--- src/rtl/apb_wake_pkg.sv ---
package apb_wake_pkg;

    // Kind of response presented in the current cycle
    typedef enum logic [1:0] {
        RSP_NONE  = 2'd0,
        RSP_WR_OK = 2'd1,
        RSP_RD_OK = 2'd2,
        RSP_ERR   = 2'd3
    } rsp_kind_e;

    localparam int DONE_USER_MAX_W = 16;

    // Number of byte-offset bits below the word index
    function automatic int offset_bits(input int data_w);
        return $clog2(data_w / 8);
    endfunction

    function automatic rsp_kind_e classify(input logic done, input logic wr, input logic hit);
        if (!done)
            return RSP_NONE;
        if (!hit)
            return RSP_ERR;
        return wr ? RSP_WR_OK : RSP_RD_OK;
    endfunction

endpackage

--- src/rtl/apb_wake_ready.sv ---
module apb_wake_ready #(
    parameter bit WAKE_GATE   = 1'b1,
    parameter int FIXED_WAITS = 2
) (
    input  logic clk,
    input  logic rst,
    input  logic sel,
    input  logic enable,
    input  logic wake,
    output logic ready
);

    generate
        if (WAKE_GATE) begin : g_wake
            logic woken_q;

            always_ff @(posedge clk) begin
                if (rst)
                    woken_q <= 1'b0;
                else if (!sel || ready)
                    woken_q <= 1'b0;
                else if (wake)
                    woken_q <= 1'b1;
            end

            assign ready = sel & enable & (woken_q | wake);
        end else begin : g_fixed
            localparam int CW = (FIXED_WAITS > 0) ? $clog2(FIXED_WAITS + 1) : 1;
            logic [CW-1:0] wait_q;
            logic          unused_wake;

            assign unused_wake = wake;

            always_ff @(posedge clk) begin
                if (rst)
                    wait_q <= '0;
                else if (!sel || ready)
                    wait_q <= '0;
                else if (enable)
                    wait_q <= wait_q + 1'b1;
            end

            assign ready = sel & enable & (wait_q == CW'(FIXED_WAITS));
        end
    endgenerate

endmodule

--- src/rtl/apb_wake_regfile.sv ---
module apb_wake_regfile #(
    parameter int DATA_W     = 32,
    parameter int NUM_REGS   = 8,
    parameter int IDX_W      = 4,
    parameter int REQ_USER_W = 8,
    parameter int WR_USER_W  = 8
) (
    input  logic                  clk,
    input  logic                  rst,
    input  logic                  we,
    input  logic [IDX_W-1:0]      idx,
    input  logic [DATA_W-1:0]     wdata,
    input  logic [REQ_USER_W-1:0] atag,
    input  logic [WR_USER_W-1:0]  wtag,
    output logic [DATA_W-1:0]     rd_data,
    output logic [REQ_USER_W-1:0] rd_atag,
    output logic [WR_USER_W-1:0]  rd_wtag
);

    typedef struct packed {
        logic [DATA_W-1:0]     data;
        logic [REQ_USER_W-1:0] atag;
        logic [WR_USER_W-1:0]  wtag;
    } slot_t;

    slot_t slot_q [NUM_REGS];
    slot_t rd_slot;

    generate
        for (genvar g = 0; g < NUM_REGS; g++) begin : g_slot
            always_ff @(posedge clk) begin
                if (rst)
                    slot_q[g] <= '0;
                else if (we && idx == IDX_W'(g))
                    slot_q[g] <= '{data: wdata, atag: atag, wtag: wtag};
            end
        end
    endgenerate

    always_comb begin
        rd_slot = '0;
        for (int i = 0; i < NUM_REGS; i++) begin
            if (idx == IDX_W'(i))
                rd_slot = slot_q[i];
        end
    end

    assign rd_data = rd_slot.data;
    assign rd_atag = rd_slot.atag;
    assign rd_wtag = rd_slot.wtag;

endmodule

--- src/rtl/apb_wake_resp.sv ---
module apb_wake_resp
    import apb_wake_pkg::*;
#(
    parameter int DATA_W      = 32,
    parameter int REQ_USER_W  = 8,
    parameter int WR_USER_W   = 8,
    parameter int RD_USER_W   = 8,
    parameter int DONE_USER_W = 4
) (
    input  rsp_kind_e              kind,
    input  logic [DATA_W-1:0]      st_data,
    input  logic [REQ_USER_W-1:0]  st_atag,
    input  logic [WR_USER_W-1:0]   st_wtag,
    input  logic [REQ_USER_W-1:0]  in_atag,
    output logic [DATA_W-1:0]      rdata,
    output logic [RD_USER_W-1:0]   rd_tag,
    output logic [DONE_USER_W-1:0] done_tag,
    output logic                   err
);

    logic [RD_USER_W-1:0]   wtag_fit;
    logic [DONE_USER_W-1:0] st_atag_fit;
    logic [DONE_USER_W-1:0] in_atag_fit;
    logic                   unused_hi;

    assign unused_hi = ^{st_wtag, st_atag, in_atag};

    generate
        if (RD_USER_W <= WR_USER_W) begin : g_rd_cut
            assign wtag_fit = st_wtag[RD_USER_W-1:0];
        end else begin : g_rd_ext
            assign wtag_fit = {{(RD_USER_W - WR_USER_W){1'b0}}, st_wtag};
        end

        if (DONE_USER_W <= REQ_USER_W) begin : g_dn_cut
            assign st_atag_fit = st_atag[DONE_USER_W-1:0];
            assign in_atag_fit = in_atag[DONE_USER_W-1:0];
        end else begin : g_dn_ext
            assign st_atag_fit = {{(DONE_USER_W - REQ_USER_W){1'b0}}, st_atag};
            assign in_atag_fit = {{(DONE_USER_W - REQ_USER_W){1'b0}}, in_atag};
        end
    endgenerate

    always_comb begin
        rdata    = '0;
        rd_tag   = '0;
        done_tag = '0;
        err      = 1'b0;
        case (kind)
            RSP_RD_OK: begin
                rdata    = st_data;
                rd_tag   = wtag_fit;
                done_tag = st_atag_fit;
            end
            RSP_WR_OK: done_tag = in_atag_fit;
            RSP_ERR:   err      = 1'b1;
            default:   ;
        endcase
    end

endmodule

--- src/rtl/apb_wake_regs.sv ---
module apb_wake_regs
    import apb_wake_pkg::*;
#(
    parameter int DATA_W      = 32,
    parameter int ADDR_W      = 6,
    parameter int NUM_REGS    = 8,
    parameter int REQ_USER_W  = 8,
    parameter int WR_USER_W   = 8,
    parameter int RD_USER_W   = 8,
    parameter int DONE_USER_W = 4,
    parameter bit WAKE_GATE   = 1'b1,
    parameter int FIXED_WAITS = 2
) (
    input  logic                   clk,
    input  logic                   rst,
    input  logic                   bus_sel,
    input  logic                   bus_enable,
    input  logic                   bus_write,
    input  logic [ADDR_W-1:0]      bus_addr,
    input  logic [DATA_W-1:0]      bus_wdata,
    input  logic [REQ_USER_W-1:0]  req_tag,
    input  logic [WR_USER_W-1:0]   wr_tag,
    input  logic                   wake_req,
    output logic [DATA_W-1:0]      bus_rdata,
    output logic                   bus_ready,
    output logic                   bus_err,
    output logic [RD_USER_W-1:0]   rd_tag_out,
    output logic [DONE_USER_W-1:0] done_tag_out
);

    localparam int OFS_W = offset_bits(DATA_W);
    localparam int IDX_W = ADDR_W - OFS_W;

    logic [IDX_W-1:0]      idx;
    logic                  hit;
    logic                  unused_ofs;
    rsp_kind_e             kind;
    logic [DATA_W-1:0]     st_data;
    logic [REQ_USER_W-1:0] st_atag;
    logic [WR_USER_W-1:0]  st_wtag;

    assign idx        = bus_addr[ADDR_W-1:OFS_W];
    assign unused_ofs = ^bus_addr[OFS_W-1:0];
    assign hit        = (int'(idx) < NUM_REGS);
    assign kind       = classify(bus_ready, bus_write, hit);

    apb_wake_ready #(
        .WAKE_GATE  (WAKE_GATE),
        .FIXED_WAITS(FIXED_WAITS)
    ) u_ready (
        .clk   (clk),
        .rst   (rst),
        .sel   (bus_sel),
        .enable(bus_enable),
        .wake  (wake_req),
        .ready (bus_ready)
    );

    apb_wake_regfile #(
        .DATA_W    (DATA_W),
        .NUM_REGS  (NUM_REGS),
        .IDX_W     (IDX_W),
        .REQ_USER_W(REQ_USER_W),
        .WR_USER_W (WR_USER_W)
    ) u_regs (
        .clk    (clk),
        .rst    (rst),
        .we     (kind == RSP_WR_OK),
        .idx    (idx),
        .wdata  (bus_wdata),
        .atag   (req_tag),
        .wtag   (wr_tag),
        .rd_data(st_data),
        .rd_atag(st_atag),
        .rd_wtag(st_wtag)
    );

    apb_wake_resp #(
        .DATA_W     (DATA_W),
        .REQ_USER_W (REQ_USER_W),
        .WR_USER_W  (WR_USER_W),
        .RD_USER_W  (RD_USER_W),
        .DONE_USER_W(DONE_USER_W)
    ) u_resp (
        .kind    (kind),
        .st_data (st_data),
        .st_atag (st_atag),
        .st_wtag (st_wtag),
        .in_atag (req_tag),
        .rdata   (bus_rdata),
        .rd_tag  (rd_tag_out),
        .done_tag(done_tag_out),
        .err     (bus_err)
    );

endmodule

--- config.mk ---
export PLATFORM = sky130hd
export DESIGN_NAME = apb_wake_regs
export DESIGN_NICKNAME = d
export VERILOG_FILES = /design/src/rtl/apb_wake_pkg.sv /design/src/rtl/apb_wake_ready.sv /design/src/rtl/apb_wake_regfile.sv /design/src/rtl/apb_wake_resp.sv /design/src/rtl/apb_wake_regs.sv
export SDC_FILE = /design/constraint.sdc
export NUM_CORES = 1
export LEC_CHECK = 0
export BUFFER_PORTS_ARGS = -buffer_cell sky130_fd_sc_hd__clkbuf_2
export CORE_MARGIN = 10
export CORE_UTILIZATION = 54
export DETAILED_ROUTE_END_ITERATION = 8
export GPL_TIMING_DRIVEN = 0
export PLACE_DENSITY = 0.75
export SLEW_MARGIN = 10
export SYNTH_ARGS = -nofsm -noshare
export SYNTH_HDL_FRONTEND = slang
export SYNTH_SLANG_ARGS = --single-unit
--- constraint.sdc ---
create_clock -name clk -period 3.95 [get_ports clk]
set_input_delay 0.1975 -clock clk [delete_from_list [all_inputs] [get_ports clk]]
set_output_delay 0.1975 -clock clk [all_outputs]
set_load 0.03 [all_outputs]
==> results of run 1 <==
[kinds of logic after synthesis]
family | count (synthesis)
AND/OR/NAND/NOR | 455
buffers and inverters | 110
multiplexers | 87
flip-flops | 353
adder cells (fa/ha/maj) | 3
AO/OA/AOI/OAI | 261
[worst max path at each step]
stage | from | to | slack [ps] | cells past startpoint
after global placement | bus_addr[5] | u_regs.slot_q[0][88] | -2160 | 7
after detailed placement | bus_addr[5] | rd_tag_out[5] | 160 | 10
after global routing | u_ready.g_wake.woken_q | bus_rdata[8] | 50 | 10
final | u_ready.g_wake.woken_q | bus_rdata[8] | 70 | 10
after CTS | u_ready.g_wake.woken_q | bus_rdata[19] | 80 | 10
after floorplan | u_ready.g_wake.woken_q | u_regs.slot_q[0][100] | -390 | 8
[sequential cells by signal, summed over array words and instances (netlist names)]
signal / cells
u_regs.slot_q: 352
u_ready.g_wake.woken_q: 1
[layout by cell type, fill, tap and decap left out, types with 22 or more instances in the layout]
master     instances
clkbuf_16         39
a22o_1            26
clkbuf_1          61
o21ai_0           80
buf_2             24
clkbuf_2         103
o2bb2ai_1         26
and2_1           353
a221oi_1          27
mux2_2            37
mux2i_1           41
edfxtp_1         352
nand2_1           40
nor2_1            22
o22ai_1           63
[timing repair]
item / CTS / global route
gates resized for setup: 1 / 4
endpoints found under the hold margin: 1 / 0
hold buffers: 2 / 0
endpoints found under the setup margin: 11 / 14
[routing by layer]
layer	global-route usage [%]	wire length (um)	vias up
met3	5.90	5940	156
met4	11.5	2230	2
met1	34.8	19400	5595
li1	-	-	5016
met5	0	13	-
met2	39.2	22700	780
[through the flow]
stage	worst slack, ps	total power [uW]	instance area [um^2]
2_1_floorplan	-391	4640	16700
3_3_place_gp	-2160	4880	17700
3_5_place_dp	157	4910	17900
4_1_cts	84.5	8280	19100
5_1_grt	54.8	8490	19100
6_report	67.9	8300	19100
[power by group through the flow]
stage	registers [uW]	clock network, uW	logic (uW)
after detailed placement	4320	0	594
after CTS	4240	3440	596
after floorplan	4310	0	328
after global placement	4330	0	555
final	4240	3450	610
after global routing	4250	3600	643
[layout make-up]
type                       instances  area share (%)
multi-input combinational        806            29.7
antenna                            3          0.0393
tap                              396            2.59
sequential                       353            55.4
inverter                          10           0.196
timing repair buffer             107            3.52
clock buffer                      43            5.19
clock inverter                    25            1.01
buffer                            99            2.37
==> metrics.cfg, run 1 <==
[worst_hold_path]
min-delay-start = wr_tag[5]
hold_path_end = u_regs.slot_q[1][53]
min_path_type = primary input to flop
hold_path_depth = 2

[clocking]
htreeDepth = 2
cts_setup_buffers = 0
clk_path_buf_depth = 3
clk_latency_ps = 540
cts_num_sinks = 353
clk_pin_slew_ps = 60
cts_tree = done
cts_made_buffers = 37
cts-root-buf = clkbuf_16

[power]
max-vdd-ir-drop_mv = 0.278
powerDensity_nw_per_um2 = 434
p_int_uw = 6390
pwr-share-clk_pct = 41.6
netSwitchingFraction_pct = 23.0
p_leak_uw = 0.00729
p_seq_share_pct = 51.1
switchingPower_uw = 1910
power_frac_comb_pct = 7.4

[timing]
maxSlewViolCount = 0
finalHoldViolations = 0
hold-worst-slack_ps = 30.3
finalCritPeriodShare_pct = 98.3
finalSetupViolCount = 0
maxSlewHeadroom_pct = 28.7
fin_skew_ps = 23.8
fin_crit_ps = 3880
setup_tns_ps = 0
worstMarginPinSlew_ps = 1070
rsz0062_at_grt = false
fmax_ghz = 0.258

[logic_synthesis]
postSynthCellCount = 1269
synthMuxAreaShare_pct = 6.18
syn_nets = 1332
synth.most_common_cell = and2_1
synth_area_um2 = 16700
synth_flop_cell = edfxtp_1
synth_area_leaders = edfxtp_1, and2_1, mux2_2
async_reset_ff_share_pct = 0
yosysWarnings = 0
synth_edf_count = 352
synth-seq-area-share_pct = 63.5
synth_cell_types = 47
synth_top_family_by_area = simple AND/OR/NAND/NOR gates
yosys.area_share.xor_xnor_pct = 0
avgSynthCellArea_um2 = 13.1
synth_seq_cells = 353
yosysTopAreaCellShare_pct = 63.4
yosysTopAreaCell = edfxtp_1
synthAdderAreaFrac_pct = 0.225
synth_compound_area_share_pct = 10.7
synth.top_cells.by_count = and2_1, edfxtp_1, o21ai_0, o22ai_1, clkbuf_1
synthSimpleGateAreaFrac_pct = 16.4

[final_layout]
multi_input_area_um2 = 5670
fillers = 2344
stdcell_count = 1842
regArea_um2 = 10600
finalNetCount = 1477
drive_gt1_share_pct = 18.0
area_growth_pct = 14.6
final_core_util_pct = 62.6

[setup_path]
cpMaxStageDelayCell = a211oi_1
r2r-end = u_regs.slot_q[0][131]
crit_chain = o21ai_0 > nor2_1 > o21ai_0 > inv_1 > ha_1 > nor2b_1 > clkbuf_4 > o21ai_0 > a211oi_1 > clkbuf_2
crit_path_start_kind = flop
cp.required_ps = 3750
worst_ep_arrival_time_ps = 3680
r2r_cells = 9
path_delay_family = compound AO/OA/AOI/OAI gates
crit_buf_inv = 3
reg2reg_slack_ps = 630
end_kind = primary output
path_class = flop to primary output
path_max_fanout = 19
cpMostUsedCell = o21ai_0
r2r-start = u_ready.g_wake.woken_q
cpPeakStageDelay_ps = 540

[global_routing]
antenna_found_initial = 5
grt_first_pass_wirelength_um = 74000
grt_max_degree = 45
grt_usage_pct = 25.8
grt_remaining_overflow = 0
grt_pass1_vias = 11571

[floorplan]
die_y_um = 196
ios = 106
core_area_um2 = 30500
die_area_um2 = 38300
fp.dieW_um = 196
rows = 64
start_util_pct = 54.6

[run_status]
status = finished, final reports clean

[placed_design]
globalplace.congestion = 0.901
dp_hpwl_um = 31600
portBuffers = 98
dpl.cell_count = 1770

[detailed_routing]
via_per_inst = 6.27
firstDrtPassIters = 5
wirelength_um = 50200
drtIter0Drc = 1526
antenna_left = 0
wire_per_inst_um = 27.3
drc = 0
num_vias = 11549

[flow_run]
maxCapViolations = 0

No activity file was read; power rests on OpenSTA's default activity.
==> run 2, diff against run 1 <==
--- a/config.mk
+++ b/config.mk
@@ -10,7 +10,7 @@
 export CORE_UTILIZATION = 54
 export DETAILED_ROUTE_END_ITERATION = 8
 export GPL_TIMING_DRIVEN = 0
-export PLACE_DENSITY = 0.75
+export PLACE_DENSITY = 0.72
 export SLEW_MARGIN = 10
 export SYNTH_ARGS = -nofsm -noshare
 export SYNTH_HDL_FRONTEND = slang
==> constraint.sdc (replaced) <==
create_clock -name clk -period 3.7 [get_ports clk]
set_input_delay 0.185 -clock clk [delete_from_list [all_inputs] [get_ports clk]]
set_output_delay 0.185 -clock clk [all_outputs]
set_load 0.03 [all_outputs]
==> metrics.cfg, run 2 (synthesis gave the netlist of run 1 again) <==
[timing]
fin_crit_ps = 3590
finalHoldViolations = 0
worstMarginPinSlew_ps = 1130
finalSetupViolCount = 0
rsz0062_at_grt = false
fin_skew_ps = 13.1
fmax_ghz = 0.279
finalCritPeriodShare_pct = 97.0
setup_tns_ps = 0
maxSlewViolCount = 0
maxSlewHeadroom_pct = 24.5

[final_layout]
stdcell_count = 1840
final_common_cell = and2_1
final_core_util_pct = 62.4
top_register = u_regs.slot_q
drive_gt1_share_pct = 17.9
largest_register_ffs = 352
area_growth_pct = 14.3
finalNetCount = 1480
final_cell_mix = and2_1, edfxtp_1, clkbuf_2, o21ai_0, clkbuf_1
reg_top3 = u_regs.slot_q: 352 flops, u_ready.g_wake.woken_q: 1 flops

[floorplan]
fp.dieW_um = 196
core_area_um2 = 30500
rows = 64
die_area_um2 = 38300
ios = 106
start_util_pct = 54.6
die_y_um = 196

[global_routing]
grt_remaining_overflow = 0
antenna_found_initial = 5
grt_use_met2_pct = 40.0
grt_first_pass_wirelength_um = 73800
grt_usage_pct = 25.8
grt_max_degree = 45
grt_pass1_vias = 11569
grt-busiest-layer = met2
met3_usage_pct = 6.04
grt.met1_usage_pct = 34.4

[placed_design]
dp_hpwl_um = 32400
dpl.cell_count = 1772
globalplace.congestion = 0.899
portBuffers = 98

[setup_path]
worstSetupEndpoint = bus_rdata[4]
worst_ep_arrival_time_ps = 3410
reg2reg_slack_ps = 430
startpoint = u_ready.g_wake.woken_q
crit_path_start_kind = flop
path_max_fanout = 10
r2r-start = u_ready.g_wake.woken_q
cp.required_ps = 3510
r2r_cells = 10
path_class = flop to primary output
end_kind = primary output
r2r-end = u_regs.slot_q[0][75]

[detailed_routing]
firstDrtPassIters = 5
drtIter0Drc = 1432
drc = 0
via_per_inst = 6.32
antenna_left = 0
num_vias = 11631
wirelength_um = 51100
wire_per_inst_um = 27.8

[clocking]
cts_tree = done
clk_pin_slew_ps = 60
clk_latency_ps = 520
clk_path_buf_depth = 3
cts_num_sinks = 353
htreeDepth = 2
cts_made_buffers = 37
cts-root-buf = clkbuf_16

[power]
powerDensity_nw_per_um2 = 451
max-vdd-ir-drop_mv = 0.400
p_leak_uw = 0.00725

[worst_hold_path]
hold_path_depth = 2
min_path_type = primary input to flop

[run_status]
status = finished, final reports clean

[flow_run]
maxCapViolations = 0

[run 2: cell count changes in the layout (fill, tap and decap cells not counted), moves of 2 or more]
cell,previous run,this run
bufinv_16,3,1
clkbuf_16,39,37
clkbuf_1,61,67
clkinv_1,12,9
[run 2: stage by stage]
step                hold slack (ps)  setup slack [ps]  total power (uW)  area [um^2]
floorplan                       264              -641              4950        16700
global placement                370             -2330              5210        17700
finish                         30.6               110              8600        19000
global route                   39.8              29.5              8790        19000
detailed placement              377              -142              5260        17900
CTS                            19.6              3.40              8560        19000
[run 2: worst min-delay path by stage]
stage	end	slack (ps)	startpoint
floorplan	u_ready.g_wake.woken_q	260	bus_enable
global placement	u_ready.g_wake.woken_q	370	bus_enable
detailed placement	u_ready.g_wake.woken_q	380	bus_enable
CTS	u_regs.slot_q[1][149]	20	wr_tag[5]
global route	u_regs.slot_q[0][129]	40	bus_wdata[17]
finish	u_regs.slot_q[1][131]	30	bus_wdata[19]
[run 2: cell type report]
cell class,count,area [um^2]
Sequential cell,353,10600
Buffer,100,460
Tap cell,396,495
Antenna cell,2,5.00
Fill cell,2336,11500
Multi-Input combinational cell,806,5670
Clock inverter,17,101
Clock buffer,47,963
Timing Repair Buffer,109,721
Inverter,10,37.5
[run 2: worst max-delay path: stages (launching register included)]
cell and delay [ps]:
dfxtp_1 310, o21ai_0 100, nor2_1 160, o21ai_0 150, inv_1 120, ha_2 320
nor2b_2 330, clkbuf_4 330, clkbuf_4 310, o21ai_0 120, a31oi_1 340, clkbuf_2 280
[run 2: metal layers]
| layer | vias up | wire, um |
|---|---|---|
| met3 | 141 | 5860 |
| met2 | 786 | 23400 |
| met4 | 4 | 2000 |
| li1 | 5007 | - |
| met5 | - | 34 |
| met1 | 5693 | 19800 |
[run 2: power by group]
part           total, uW  switching, uW  leakage (uW)  internal (uW)
combinational        664            456       0.00295            208
sequential          4530           32.1       0.00379           4490
clock               3410           1500      0.000520           1900
[run 2: timing repair]
item	4_1_cts	5_1_grt
setup endpoints to repair	29	18
setup buffers	0	0
pin swaps	0	0
hold buffers	2	0
endpoints found under the hold margin	1	0
gates resized for setup	5	3
